File: src/rtl/simd_lane_mover_pkg.sv
package simd_lane_mover_pkg;
  localparam int VEC_W    = 128;
  localparam int GPR_W    = 64;
  localparam int ELEM_S_W = 32;
  localparam int ELEM_D_W = 64;
  localparam int LANES_S  = VEC_W / ELEM_S_W;
  localparam int LANES_D  = VEC_W / ELEM_D_W;
  localparam int REG_AW   = 5;
  localparam int IDX_W    = $clog2(LANES_S);

  typedef struct packed {
    logic             doVecWr;
    logic             doGprWr;
    logic             badOp;
    logic             srcIsGpr;
    logic             fillAll;
    logic             wide;
    logic [IDX_W-1:0] dstIdx;
    logic [IDX_W-1:0] srcIdx;
  } moveCtrl_t;
endpackage

File: src/rtl/simd_lane_mover_ctrl.sv
module simd_lane_mover_ctrl
  import simd_lane_mover_pkg::*;
(
  input  logic [31:0] instr,
  output moveCtrl_t   ctrl
);
  logic       qBit, opBit;
  logic [4:0] selField;
  logic [3:0] idxField;
  logic       isS, isD;

  assign qBit     = instr[30];
  assign opBit    = instr[29];
  assign selField = instr[20:16];
  assign idxField = instr[14:11];
  assign isS      = (selField[2:0] == 3'b100);
  assign isD      = (selField[3:0] == 4'b1000);

  always_comb begin
    ctrl = '0;
    ctrl.wide = isD;
    ctrl.dstIdx = isD ? {1'b0, selField[4]} : selField[4:3];
    ctrl.srcIdx = ctrl.dstIdx;
    if (!(isS || isD)) begin
      ctrl.badOp = 1'b1;
    end else if (!opBit && idxField == 4'd7) begin
      if ((qBit && isD) || (!qBit && isS)) ctrl.doGprWr = 1'b1;
      else ctrl.badOp = 1'b1;
    end else if (qBit && !opBit && idxField == 4'd0) begin
      ctrl.doVecWr = 1'b1;
      ctrl.fillAll = 1'b1;
    end else if (qBit && !opBit && idxField == 4'd3) begin
      ctrl.doVecWr  = 1'b1;
      ctrl.srcIsGpr = 1'b1;
    end else if (qBit && !opBit && idxField == 4'd1) begin
      ctrl.doVecWr  = 1'b1;
      ctrl.srcIsGpr = 1'b1;
      ctrl.fillAll  = 1'b1;
    end else if (qBit && opBit) begin
      ctrl.doVecWr = 1'b1;
      ctrl.srcIdx  = isD ? {1'b0, idxField[3]} : idxField[3:2];
    end else begin
      ctrl.badOp = 1'b1;
    end
  end
endmodule

File: src/rtl/simd_lane_mover_dp.sv
module simd_lane_mover_dp
  import simd_lane_mover_pkg::*;
(
  input  logic              clk,
  input  logic              rstN,
  input  logic              valid,
  input  moveCtrl_t         ctrl,
  input  logic [REG_AW-1:0] dstReg,
  input  logic [VEC_W-1:0]  vecSrcData,
  input  logic [VEC_W-1:0]  vecDstData,
  input  logic [GPR_W-1:0]  gprVal,
  output logic              vecWrEn,
  output logic [REG_AW-1:0] vecWrAddr,
  output logic [VEC_W-1:0]  vecWrData,
  output logic              gprWrEn,
  output logic [REG_AW-1:0] gprWrAddr,
  output logic [GPR_W-1:0]  gprWrData,
  output logic              unimpl
);
  logic [ELEM_S_W-1:0] lanesS [LANES_S];
  logic [ELEM_D_W-1:0] lanesD [LANES_D];
  logic [ELEM_D_W-1:0] elem;
  logic [VEC_W-1:0]    merged;

  genvar gi;
  generate
    for (gi = 0; gi < LANES_S; gi++) begin : gSplitS
      assign lanesS[gi] = vecSrcData[gi*ELEM_S_W +: ELEM_S_W];
    end
    for (gi = 0; gi < LANES_D; gi++) begin : gSplitD
      assign lanesD[gi] = vecSrcData[gi*ELEM_D_W +: ELEM_D_W];
    end
  endgenerate

  always_comb begin
    if (ctrl.srcIsGpr)
      elem = ctrl.wide ? gprVal : {{(ELEM_D_W-ELEM_S_W){1'b0}}, gprVal[ELEM_S_W-1:0]};
    else if (ctrl.wide)
      elem = lanesD[ctrl.srcIdx[0]];
    else
      elem = {{(ELEM_D_W-ELEM_S_W){1'b0}}, lanesS[ctrl.srcIdx]};
  end

  generate
    for (gi = 0; gi < LANES_S; gi++) begin : gMerge
      localparam int HALF = gi % (ELEM_D_W / ELEM_S_W);
      logic hit;
      assign hit = ctrl.fillAll ||
                   (ctrl.wide ? (ctrl.dstIdx[0] == 1'(gi / (ELEM_D_W / ELEM_S_W)))
                              : (ctrl.dstIdx == IDX_W'(gi)));
      assign merged[gi*ELEM_S_W +: ELEM_S_W] =
        !hit ? vecDstData[gi*ELEM_S_W +: ELEM_S_W] :
        ctrl.wide ? elem[HALF*ELEM_S_W +: ELEM_S_W] : elem[ELEM_S_W-1:0];
    end
  endgenerate

  always_ff @(posedge clk) begin
    if (!rstN) begin
      vecWrEn   <= 1'b0;
      gprWrEn   <= 1'b0;
      unimpl    <= 1'b0;
      vecWrAddr <= '0;
      gprWrAddr <= '0;
      vecWrData <= '0;
      gprWrData <= '0;
    end else begin
      vecWrEn <= valid && ctrl.doVecWr;
      gprWrEn <= valid && ctrl.doGprWr && (dstReg != '1);
      unimpl  <= valid && ctrl.badOp;
      if (valid) begin
        vecWrAddr <= dstReg;
        gprWrAddr <= dstReg;
        vecWrData <= merged;
        gprWrData <= elem;
      end
    end
  end
endmodule

File: src/rtl/simd_lane_mover.sv
module simd_lane_mover
  import simd_lane_mover_pkg::*;
(
  input  logic                clk,
  input  logic                rstN,
  input  logic                valid,
  input  logic [31:0]         instr,
  output logic [REG_AW-1:0]   vecSrcAddr,
  input  logic [VEC_W-1:0]    vecSrcData,
  output logic [REG_AW-1:0]   vecDstAddr,
  input  logic [VEC_W-1:0]    vecDstData,
  output logic [REG_AW-1:0]   gprRdAddr,
  input  logic [GPR_W-1:0]    gprRdData,
  output logic                vecWrEn,
  output logic [REG_AW-1:0]   vecWrAddr,
  output logic [VEC_W-1:0]    vecWrData,
  output logic                gprWrEn,
  output logic [REG_AW-1:0]   gprWrAddr,
  output logic [GPR_W-1:0]    gprWrData,
  output logic                unimpl
);
  moveCtrl_t ctrl;
  logic [GPR_W-1:0] gprVal;

  assign vecSrcAddr = instr[9:5];
  assign vecDstAddr = instr[4:0];
  assign gprRdAddr  = instr[9:5];
  assign gprVal     = (instr[9:5] == '1) ? '0 : gprRdData;

  simd_lane_mover_ctrl uCtrl (
    .instr (instr),
    .ctrl  (ctrl)
  );

  simd_lane_mover_dp uDp (
    .clk        (clk),
    .rstN       (rstN),
    .valid      (valid),
    .ctrl       (ctrl),
    .dstReg     (instr[4:0]),
    .vecSrcData (vecSrcData),
    .vecDstData (vecDstData),
    .gprVal     (gprVal),
    .vecWrEn    (vecWrEn),
    .vecWrAddr  (vecWrAddr),
    .vecWrData  (vecWrData),
    .gprWrEn    (gprWrEn),
    .gprWrAddr  (gprWrAddr),
    .gprWrData  (gprWrData),
    .unimpl     (unimpl)
  );
endmodule

File: config.mk
export PLATFORM = sky130hd
export DESIGN_NAME = simd_lane_mover
export DESIGN_NICKNAME = d
export VERILOG_FILES = /design/src/rtl/simd_lane_mover_pkg.sv /design/src/rtl/simd_lane_mover_ctrl.sv /design/src/rtl/simd_lane_mover_dp.sv /design/src/rtl/simd_lane_mover.sv
export SDC_FILE = /design/constraint.sdc
export NUM_CORES = 1
export LEC_CHECK = 0
export BUFFER_PORTS_ARGS = -buffer_cell sky130_fd_sc_hd__buf_2
export CAP_MARGIN = 10
export CORE_AREA = 4 4 219 221
export DETAILED_ROUTE_END_ITERATION = 10
export DIE_AREA = 0 0 223 225
export SLEW_MARGIN = 10
export SYNTH_ARGS = -nofsm -noshare
export SYNTH_HDL_FRONTEND = slang
export SYNTH_SLANG_ARGS = --single-unit
File: constraint.sdc
create_clock -name clk -period 3.87 [get_ports clk]
set_input_delay 0.774 -clock clk [delete_from_list [all_inputs] [get_ports clk]]
set_output_delay 0.774 -clock clk [all_outputs]
set_load 0.05 [all_outputs]
After elaboration in Yosys (flattened, before gate mapping)

Index checks and enable logic that the tools add are counted.

Order comparisons: 2
Multiplexer cells: 48
Bitwise gates (word level): 3
Eq/ne operators: 10
Reductions and logical operators: 22

Operators by type and width:

| kind                                                                  | count |
|---|---|
| 64-bit 2-to-1 mux                                                     | 7 |
| 32-bit 2-to-1 mux                                                     | 7 |
| 32-bit binary-select mux with 2-bit select                            | 1 |
| 2-bit 2-to-1 mux                                                      | 13 |
| 1-bit 2-to-1 mux                                                      | 20 |
| 1-bit logical AND                                                     | 12 |
| 1-bit logical OR                                                      | 6 |
| 5-bit equality test, second input constant                            | 1 |
| 5-bit != test, second input constant                                  | 1 |
| 2-bit equality test, second input constant                            | 2 |
| 4-bit by 1-bit equality test with 1-bit output, second input constant | 1 |
| 4-bit by 2-bit equality test with 1-bit output, second input constant | 1 |
| 4-bit by 3-bit equality test with 1-bit output, second input constant | 1 |
| 4-bit equality test, second input constant                            | 1 |
| 4-bit logical NOT                                                     | 1 |
| 3-bit equality test, second input constant                            | 1 |
| 3-bit >= comparator, second input constant                            | 1 |
| 2-bit NOT with 3-bit output                                           | 1 |
| 2-bit by 1-bit equality test with 1-bit output, second input constant | 1 |
| 2-bit >= comparator, second input constant                            | 1 |
| 1-bit logical NOT                                                     | 2 |
| 2-bit logical NOT                                                     | 1 |
| 1-bit NOT with 2-bit output                                           | 1 |
| 1-bit NOT                                                             | 1 |

Input bits: 355
Register bits: 200
Output and inout bits: 220
Word-level logic and storage cells: 91

Longest topological paths before layout

Gate-level depths: netlist of the first run.

Word-level depth: 16
Gate-level depth with buffers: 10
Gate-level depth less buffers: 6

By module

Synthesis of the first run repeated with hierarchy kept, for this count alone.

Cells, all modules: 1575
Area, all modules: 13518.0 um2

By module, submodules not included:

| module               | cells an instance | instances | area each (um2) | seq. area each (um2) |
|---|---|---|---|---|
| simd_lane_mover_dp   | 1449              | 1         | 12281.8         | 4003.8 |
| simd_lane_mover      | 94                | 1         | 1004.7          | 0.0 |
| simd_lane_mover_ctrl | 32                | 1         | 231.5           | 0.0 |

Least setup slack after synthesis of the first run

Ideal clock, no wire load.

Path kind: input-to-reg
Start: input port instr[17]
End: register uDp.gprWrData[42]
Setup slack: 1.275 ns
Arrival time: 2.478 ns
Stages on the path: 8
Path buffers: 2
Setup time: 0.117 ns
Required time: 3.753 ns
Cell sequence: or2_1 -> o311a_1 -> buf_2 -> nor2_2 -> buf_2 -> mux2_2 -> o211ai_1 -> nand2_1

Word-level cells in the longest chain between the ends: 14
Elaborated cells between the ends (all ways): 19
Those cells by class: eq/ne: 2; mux: 15; bitwise: 1; reduce/logical: 1

Ends and longest elaborated chain:

| what                                                  | RTL line                                               | RTL |
|---|---|---|
| from (decl)                                           | simd_lane_mover.sv:7                                   | `input logic [31:0] instr,` |
| 4-bit equality test                                   | simd_lane_mover_ctrl.sv:17                             | `assign isD = (selField[3:0] == 4'b1000);` |
| 2-bit 2-to-1 mux, on equally long branches            | simd_lane_mover_ctrl.sv:22, simd_lane_mover_ctrl.sv:41 |  |
| 2-bit 2-to-1 mux                                      | simd_lane_mover_ctrl.sv:39                             | `end else if (qBit && opBit) begin` |
| 2-bit 2-to-1 mux                                      | simd_lane_mover_ctrl.sv:35                             | `end else if (qBit && !opBit && idxField == 4'd1) begin` |
| 2-bit 2-to-1 mux                                      | simd_lane_mover_ctrl.sv:32                             | `end else if (qBit && !opBit && idxField == 4'd3) begin` |
| 2-bit 2-to-1 mux                                      | simd_lane_mover_ctrl.sv:29                             | `end else if (qBit && !opBit && idxField == 4'd0) begin` |
| 2-bit 2-to-1 mux                                      | simd_lane_mover_ctrl.sv:26                             | `end else if (!opBit && idxField == 4'd7) begin` |
| 2-bit 2-to-1 mux                                      | simd_lane_mover_ctrl.sv:24                             | `if (!(isS \|\| isD)) begin` |
| 1-bit NOT with 2-bit output (implied by the code)     | simd_lane_mover_dp.sv:39                               | `elem = lanesD[ctrl.srcIdx[0]];` |
| 64-bit 2-to-1 mux (implied by the code) (3 in series) | simd_lane_mover_dp.sv:39                               |  |
| 64-bit 2-to-1 mux                                     | simd_lane_mover_dp.sv:38                               | `else if (ctrl.wide)` |
| 64-bit 2-to-1 mux *                                   | simd_lane_mover_dp.sv:36                               | `if (ctrl.srcIsGpr)` |
| to (signal assigned)                                  | simd_lane_mover_dp.sv:74                               | `gprWrData <= elem;` |
| to (decl)                                             | simd_lane_mover_dp.sv:17                               | `output logic [GPR_W-1:0] gprWrData,` |

Every way passes the cells marked *; elsewhere a longest branch is shown, timed or not. The select of a mux whose other input is x is not followed.
A chain may end at the register's enable or synchronous reset.

Worst setup path in the final report of the first run

Start: input port instr[17]
End: register uDp.vecWrData[118]

Word-level cells in the longest chain between the ends: 16
Elaborated cells between the ends (all ways): 28
Those cells by class: eq/ne: 3; mux: 21; bitwise: 2; reduce/logical: 2

Ends and longest elaborated chain:

| what                                                                                                    | RTL line                                               | RTL |
|---|---|---|
| 4-bit equality test                                                                                     | simd_lane_mover_ctrl.sv:17                             |  |
| 2-bit 2-to-1 mux, on equally long branches                                                              | simd_lane_mover_ctrl.sv:22, simd_lane_mover_ctrl.sv:41 |  |
| 2-bit 2-to-1 mux                                                                                        | simd_lane_mover_ctrl.sv:39                             |  |
| 2-bit 2-to-1 mux                                                                                        | simd_lane_mover_ctrl.sv:35                             |  |
| 2-bit 2-to-1 mux                                                                                        | simd_lane_mover_ctrl.sv:32                             |  |
| 2-bit 2-to-1 mux                                                                                        | simd_lane_mover_ctrl.sv:29                             |  |
| 2-bit 2-to-1 mux                                                                                        | simd_lane_mover_ctrl.sv:26                             |  |
| 2-bit 2-to-1 mux                                                                                        | simd_lane_mover_ctrl.sv:24                             |  |
| 2-bit NOT with 3-bit output (implied by the code) / 1-bit NOT with 2-bit output (equally long branches) | simd_lane_mover_dp.sv:41, simd_lane_mover_dp.sv:39     |  |
| 32-bit binary-select mux with 2-bit select / 64-bit 2-to-1 mux (equally long branches)                  | simd_lane_mover_dp.sv:41, simd_lane_mover_dp.sv:39     |  |
| 32-bit 2-to-1 mux (implied by the code) / 64-bit 2-to-1 mux (equally long branches) (2 in series)       | simd_lane_mover_dp.sv:41, simd_lane_mover_dp.sv:39     |  |
| 64-bit 2-to-1 mux                                                                                       | simd_lane_mover_dp.sv:38                               |  |
| 64-bit 2-to-1 mux                                                                                       | simd_lane_mover_dp.sv:36                               |  |
| 32-bit 2-to-1 mux                                                                                       | simd_lane_mover_dp.sv:53                               | `ctrl.wide ? elem[HALF*ELEM_S_W +: ELEM_S_W] : elem[ELEM_S_W-1:0];` |
| 32-bit 2-to-1 mux *                                                                                     | simd_lane_mover_dp.sv:52                               | `!hit ? vecDstData[gi*ELEM_S_W +: ELEM_S_W] :` |
| to (signal assigned)                                                                                    | simd_lane_mover_dp.sv:73                               | `vecWrData <= merged;` |
| to (decl)                                                                                               | simd_lane_mover_dp.sv:14                               | `output logic [VEC_W-1:0] vecWrData,` |

Marked as above.

==> results.txt, run 1 <==
The run finished with clean final reports. The leakage power of the design is around 7 nW. Setup repair after global routing left no endpoint under its margin.

The first detailed-routing pass ran for 6 iterations. The largest net degree at the start of global routing is 96. Setup total negative slack on the finished layout was measured at 0 ns. The worst setup path is of the primary input to flop kind.

TritonCTS built the clock tree. The total congestion overflow after global routing came out at 0. The initial cell density of the core came out at approximately a quarter.

In the routed layout, each cell is associated on average with a via count of 5.71. In this run the power density over the cells is about 390 nW/um2. The proportion of synthesized area in mux cells came out at between 3 and 4%.

Net switching is 40.2% of the power. The layout filler cell count is 4,955. The die extent in x is roughly 220 um.

The die is 225 um tall. The internal power of the cells totals between 3 and 4 mW. The arrival time reported for the critical path endpoint is between 3 and 4 ns.

The clock tree buffer depth came out at 2. The net count after synthesis came out at 1,866. The number of global-route vias before repair is about 14,000.

The multi-input logic area is ~7000 um2. The post-synthesis adder-cell area fraction came out at 0%. The total routed wirelength came out at around 70 mm. For this block, the via count after detailed routing is about 15,000. The clock period minus final worst setup slack came out at ~3.3 ns. The worst-case vdd ir drop came out at 0.348 mV. The number of pins exceeding their max-slew limit in the final report came out at 0. The congestion estimate from routability-driven global placement came to about 0.97. The number of different library cells used by synthesis comes to 56. The clock drives 200 sinks. The required time reported for the critical path endpoint is approximately 4.2 ns. The register cell area after layout came out at about 4000 um2. The share of the core filled with cells is roughly a third. Setup violations remaining at the end of the flow were counted as 0. The first global-routing pass estimated 99.1 mm of wire. The post-route netlist has a little over a third of its cells at a drive strength greater than 1. The worst pin sits at a relative slew slack of between 20% and 30%. Timing would allow up to between 300 and 400 MHz.

The number of max-cap violations came out at 0. The register clock-pin slew on the reported worst setup and hold paths came out at ~0.08 ns. The area of the die is roughly 50,000 um2. The share of the synthesized area in compound gates (AO/OA/AOI/OAI) is 39.6%.

Of the available clock period, the critical path in the final layout requires ~86%. The startpoint type of the worst setup path is a primary input. The number of gates resized after cts came out at 0. The initial antenna violation count was 16.

The number of hold-slack violations in the final timing report came out at 0. The most common flop cell mapped by yosys is dfxtp_1. The number of port buffers is 563. From synthesis to final layout, the design area changed by 33.8%. The overall fraction of global-route tracks in use came out at between 20% and 30%. The overall power after layout is 6.09 mW. In this run, CTS created clock tree buffers numbering 17. The mean routed wirelength per cell is around 27 um. Counting flops with a built-in enable in the synthesized netlist gives 0. The synthesized instance count is about 1,500. The cell area after synthesis came out at 11,700 um2. The Yosys step of the flow raised 0 warnings. The worst setup path is captured at a flop. CTS placed an instance of clkbuf_16 at the clock tree root. Of the synthesized area, sequential elements account for 34.1%.

The net switching power is approximately 2.4 mW. The clock group share of total power is roughly 30%. Clock skew on the completed layout was measured at 0 ns. The worst hold path class is flop to flop. After legalization and detailed placement, the total HPWL measured 53.1 mm. The final net count is approximately 2,300. The combinational family with the most area after synthesis is compound AO/OA/AOI/OAI gates.

The post-route antenna net violation count is 0. The number of rows created at floorplan came out at 79. The combinational cell fraction of total power came out at 32.5%. In this run, the number of DRC markers left after iteration 0 of detailed routing was ~1,700. In the routed design, unresolved DRC markers number 0. The slew of the pin with the lowest slew margin came out at approximately 1.2 ns. The hold buffer count at CTS came out at 0. Averaged over all synthesized cells, the footprint is just under 8 um2.

The post-synthesis xor/xnor area fraction is 0%. Along the worst path, the maximum fanout reaches 19. The number of H-tree levels came out at 4.

The core box area is 46,200 um2. The share of synthesized flip-flops with an asynchronous set or reset came out at 0%. The later pin in the worst-skew pair is clocked with a latency of ~0.48 ns. The I/O pin count is between 500 and 600. Of the total power, registers draw 37.7%. The total of flip-flops plus latches after synthesis came out at 200. The number of setup buffers added after CTS came out at 0. The simple-gate share of the synthesized area is 15.5%.
-- power groups by stage --
| stage | registers (mW) | logic (mW) | clock network [mW] |
|---|---|---|---|
| final | 2.29 | 1.98 | 1.81 |
| after global routing | 2.31 | 2.08 | 1.92 |
| after CTS | 2.29 | 1.98 | 1.86 |
| after detailed placement | 2.34 | 1.98 | 0 |
| after global placement | 2.33 | 1.96 | 0 |
| after floorplan | 2.85 | 0.668 | 0 |
-- final cells by class --
cell class / instances / share of cell area (%)
Inverter: 1 / 0.0239
Antenna cell: 9 / 0.143
Clock inverter: 9 / 0.542
Clock buffer: 23 / 2.98
Sequential cell: 200 / 25.5
Tap cell: 607 / 4.84
Timing Repair Buffer: 629 / 21.6
Multi-Input combinational cell: 1136 / 44.4
-- per-layer routing --
layer  wire [um]  GRT usage, %  up-vias
li1            -             -     6682
met1       26900          31.4     7203
met2       34000          45.3      890
met3        6080          6.70      132
met4        3040          11.1       14
met5         109             0        -
-- kinds of logic after synthesis --
logic type / after synthesis
multiplexers: 43
AND/OR/NAND/NOR: 380
AO/OA/AOI/OAI: 713
buffers and inverters: 175
flip-flops: 200
-- synthesized netlist by cell type (2+ instances only) --
cell type	count	share of area (%)
a2bb2oi_1	2	0.15
a22oi_1	91	5.8
nand2_1	172	5.5
buf_4	22	1.4
mux2i_1	24	2.0
o21ai_0	182	7.8
o21ai_1	47	2.0
a32o_1	18	1.5
a21boi_0	35	2.2
a22o_1	2	0.15
nor3_1	20	0.85
or2_2	2	0.11
and2_1	4	0.21
a211oi_2	14	1.5
dfxtp_1	200	34
buf_1	2	0.064
nor2_1	8	0.26
a21oi_1	156	6.7
nand4_1	7	0.37
nor2_2	2	0.11
nor2b_1	8	0.43
buf_2	35	1.5
buf_6	4	0.38
o211ai_1	54	3.5
a211oi_1	15	0.96
mux2_2	19	1.8
o21ai_2	17	1.3
nand3_1	107	4.6
o221ai_1	36	2.7
a31oi_1	14	0.75
clkbuf_1	110	3.5
and3_1	39	2.1
a21oi_2	2	0.15
and4_1	2	0.15
o32a_1	18	1.5
-- stage by stage --
| stage | hold WS [ns] | cells | setup slack [ns] | area (um2) |
|---|---|---|---|---|
| final | 0.437 | 2614 | 0.537 | 15700 |
| after detailed placement | 0.427 | 2573 | 0.0708 | 15100 |
| after CTS | 0.440 | 2605 | 0.591 | 15700 |
| after global routing | 0.457 | 2607 | 0.439 | 15700 |
| after floorplan | 0.658 | 1511 | 1.28 | 11700 |
| after global placement | 0.425 | 2573 | 0.154 | 15100 |
-- sequential cells by signal (all words and copies together) (netlist names) --
signal         count
uDp.vecWrEn        1
uDp.gprWrData     64
uDp.vecWrAddr      5
uDp.gprWrEn        1
uDp.unimpl         1
uDp.vecWrData    128
-- final timing paths --
kind                      from                 end  slack [ns]  depth (start not counted)
max                  instr[17]  uDp.vecWrData[118]        0.54                          8
max reg2reg  uDp.vecWrData[51]   uDp.vecWrData[51]        2.89                          4
min reg2reg  uDp.gprWrData[48]   uDp.gprWrData[48]        0.44                          2
min          uDp.gprWrData[48]   uDp.gprWrData[48]        0.44                          2
-- worst max-delay path, stage by stage --
cell,delay [ns]
buf_2,0.14
or2_1,0.29
o311ai_4,0.83
nand2_1,0.22
buf_4,0.30
o32a_1,0.41
o21ai_2,0.53
a21oi_1,0.14
-- cell usage in the layout (no fill, tap or decap), types with 4 or more instances in the layout --
master / synthesis / layout
mux2_2: 19 / 19
clkinvlp_4: 0 / 5
nor3_1: 20 / 18
nor2_1: 8 / 8
clkbuf_16: 0 / 17
o21ai_2: 17 / 18
a31oi_1: 14 / 14
nand4_1: 7 / 7
o21ai_1: 47 / 47
clkbuf_1: 110 / 4
a21boi_0: 35 / 35
diode_2: 0 / 9
o21ai_0: 182 / 181
buf_4: 22 / 61
buf_2: 35 / 562
a211oi_1: 15 / 15
a21oi_1: 156 / 156
and2_1: 4 / 4
a32o_1: 18 / 18
o221ai_1: 36 / 36
nor2b_1: 8 / 7
nand3_1: 107 / 106
buf_12: 0 / 6
o211ai_1: 54 / 54
nand2_1: 172 / 171
a22oi_1: 91 / 91
dfxtp_1: 200 / 200
and3_1: 39 / 39
a211oi_2: 14 / 14
mux2i_1: 24 / 24
o32a_1: 18 / 18
No activity file was read; power rests on OpenSTA's default activity.
==> run 2, diff against run 1 <==
Settings changed: CELL_PAD_IN_SITES_DETAIL_PLACEMENT from default to 1, CELL_PAD_IN_SITES_GLOBAL_PLACEMENT from default to 1, CORE_AREA 4 4 219 221 to 4 4 221 223, CTS_BUF_LIST from default to sky130_fd_sc_hd__clkbuf_4 sky130_fd_sc_hd__clkbuf_8, DIE_AREA 0 0 223 225 to 0 0 225 227, PLACE_DENSITY_LB_ADDON from default to 0.1.
==> results.txt, run 2 (synthesis gave the netlist of run 1 again) <==
Run status: completed (unchanged). The final net count is 2,336 (was 2,340). The highest attainable clock frequency is 333 MHz (was 300 MHz). The required time reported for the critical path endpoint came out at 4.27 ns (was 4.20 ns). The via density per instance came out at 5.59 (was 5.71). The category of the most critical setup path is primary input to flop (unchanged).

Regs by FF count: uDp.vecWrData x128, uDp.gprWrData x64, uDp.vecWrAddr x5 (unchanged). The initial cell density of the core came to 25.2% (was 25.4%). The hold buffer count at CTS is 0 (unchanged). The area of the die is 51,100 um2 (was 50,200 um2). The clock period minus final worst setup slack came to 3.01 ns (was 3.33 ns).

The number of max-cap violations came out at 0 (unchanged). The remaining routing DRC violations is 0 (unchanged). The number of setup buffers added after CTS is 0 (unchanged). The wire length of the first global-routing pass was 102 mm (was 99.1 mm). The post-route antenna net violation count came out at 0 (unchanged). RSZ-0062 raised after global routing: false (unchanged). The relative area change from synthesis to final layout is 32.3% (was 33.8%). The largest register by flop count is uDp.vecWrData (unchanged). The largest fanout on the critical path is 18 (was 19). The number of global-route vias before repair came out at 14,800 (was 14,400). The worst hold path class is primary input to flop (was flop to flop). The height of the die came out at 227 um (was 225 um). The mean routed wirelength per cell is 27.7 um (was 26.8 um). The normalized max-slew margin came out at 35.0% (was 22.8%).

The core box area came out at 46,600 um2 (was 46,200 um2). The final count of negative-setup-slack endpoints came out at 0 (unchanged). The total congestion overflow after global routing came out at 0 (unchanged).

The slew of the pin with the lowest slew margin came out at 0.974 ns (was 1.15 ns). The I/O pin count came to 575 (unchanged). The most common cell after layout, fill and taps aside was buf_2 (unchanged).

The number of port buffers is 563 (unchanged). The part of the cycle the worst path needs came out at 77.7% (was 86.1%). The setup slack after placement is 0.301 ns (was 0.0708 ns). The number of H-tree levels is 4 (unchanged).

The largest net degree at the start of global routing came out at 73 (was 96). The starting DRC count in detailed routing is 878 (was 1,660). The number of gates resized after cts came out at 0 (unchanged). The final RePlAce weighted congestion came out at 0.875 (was 0.966). The share of post-route cells with drive strength above 1 is 36.4% (was 36.3%). The number of sinks driven by the clock tree came out at 200 (unchanged). The number of hold-slack violations in the final timing report is 0 (unchanged). The initial antenna violation count is 23 (was 16). The nature of the critical path endpoint was a flop (unchanged).

The detailed-router iteration count before antenna repair came out at 5 (was 6). The overall fraction of global-route tracks in use is 26.8% (was 26.4%). The insertion delay of the later-clocked pin in the worst-skew pair was 0.55 ns (was 0.48 ns).

The register clock-pin slew on the reported worst setup and hold paths is 0.13 ns (was 0.08 ns). The arrival time reported for the critical path endpoint is 3.41 ns (was 3.66 ns). The flip-flop count of the largest register after layout came out at 128 (unchanged). The number of pins exceeding their max-slew limit in the final report came out at 0 (unchanged).

The placed wire-length estimate after detailed placement came out at 55.3 mm (was 53.1 mm). The leakage power of the design is 7.01 nW (was 7.08 nW). The total routed wirelength came out at 72.4 mm (was 70.1 mm).

The total negative slack came out at 0 ns (unchanged). The power per cell area came out at 370 nW/um2 (was 388 nW/um2). The clock tree from TritonCTS was done (unchanged). The CTS root buffer is clkbuf_8 (was clkbuf_16). The final setup skew is 0 ns (unchanged). The startpoint type of the worst setup path is a primary input (unchanged). The die extent in x is 225 um (was 223 um). The number of vias after detailed routing is 14,600 (was 14,900). The number of rows created at floorplan came to 79 (unchanged). The worst-case vdd ir drop is 0.260 mV (was 0.348 mV). Highest-count cells in the layout ignoring fill and taps: buf_2, dfxtp_1, o21ai_0 (unchanged).

The setup slack of the critical path after layout came out at 0.863 ns (was 0.537 ns). The clock tree buffer depth is 2 (unchanged). The total CTS buffers came out at 17 (unchanged). The overall power after layout came out at 5.74 mW (was 6.09 mW).
run 2: cell types whose count changed in the layout (fill, tap and decap cells not counted), sizes merged:
cell,change
clkbuf,-6
clkinv,+6
buf,-4
clkinvlp,-4
inv,+3
diode,+2
bufinv,+1
run 2: worst paths after layout:
kind,startpoint,endpoint,slack [ns],cells after the start
worst max register to register,uDp.vecWrData[112],uDp.vecWrData[112],2.90,4
worst min register to register,uDp.gprWrData[62],uDp.gprWrData[62],0.45,2
worst max-delay path,instr[18],uDp.vecWrData[98],0.86,8
worst min-delay path,vecDstData[18],uDp.vecWrData[18],0.42,3
run 2: cell type report:
type,count,area [um2]
diodes,11,27.5
clock buffers,17,234
clock inverters,15,181
fillers,5775,31000
inverters,1,3.75
multi-input cells,1136,6970
flip-flops and latches,200,4000
well taps,607,759
repair buffers,625,3350
run 2: stage by stage:
step / hold slack (ns) / cell area (um2) / cells / utilization, %
final: 0.424 / 15500 / 2612 / 33.3
after global routing: 0.390 / 15500 / 2605 / 33.3
after CTS: 0.368 / 15500 / 2601 / 33.3
after detailed placement: 0.431 / 15100 / 2569 / 32.4
after global placement: 0.422 / 15100 / 2569 / 32.4
after floorplan: 0.658 / 11700 / 1511 / -
run 2: critical path, cell delays in order:
cell	delay (ns)
buf_2	0.18
or4b_2	0.78
o211ai_4	0.27
buf_4	0.31
a21boi_0	0.12
o32a_1	0.38
o21ai_2	0.44
a21oi_1	0.14
run 2: per-layer routing:
| metal | routed length [um] | GRT usage [%] |
|---|---|---|
| met1 | 28500 | 31.2 |
| met2 | 36000 | 47.1 |
| met3 | 5030 | 7.17 |
| met4 | 2640 | 10.7 |
| met5 | 148 | 0 |
run 2: power breakdown:
part	internal, mW	switching (mW)
Sequential	2.21	0.0791
Clock	0.543	0.949
Combinational	0.548	1.41
Total	3.30	2.44
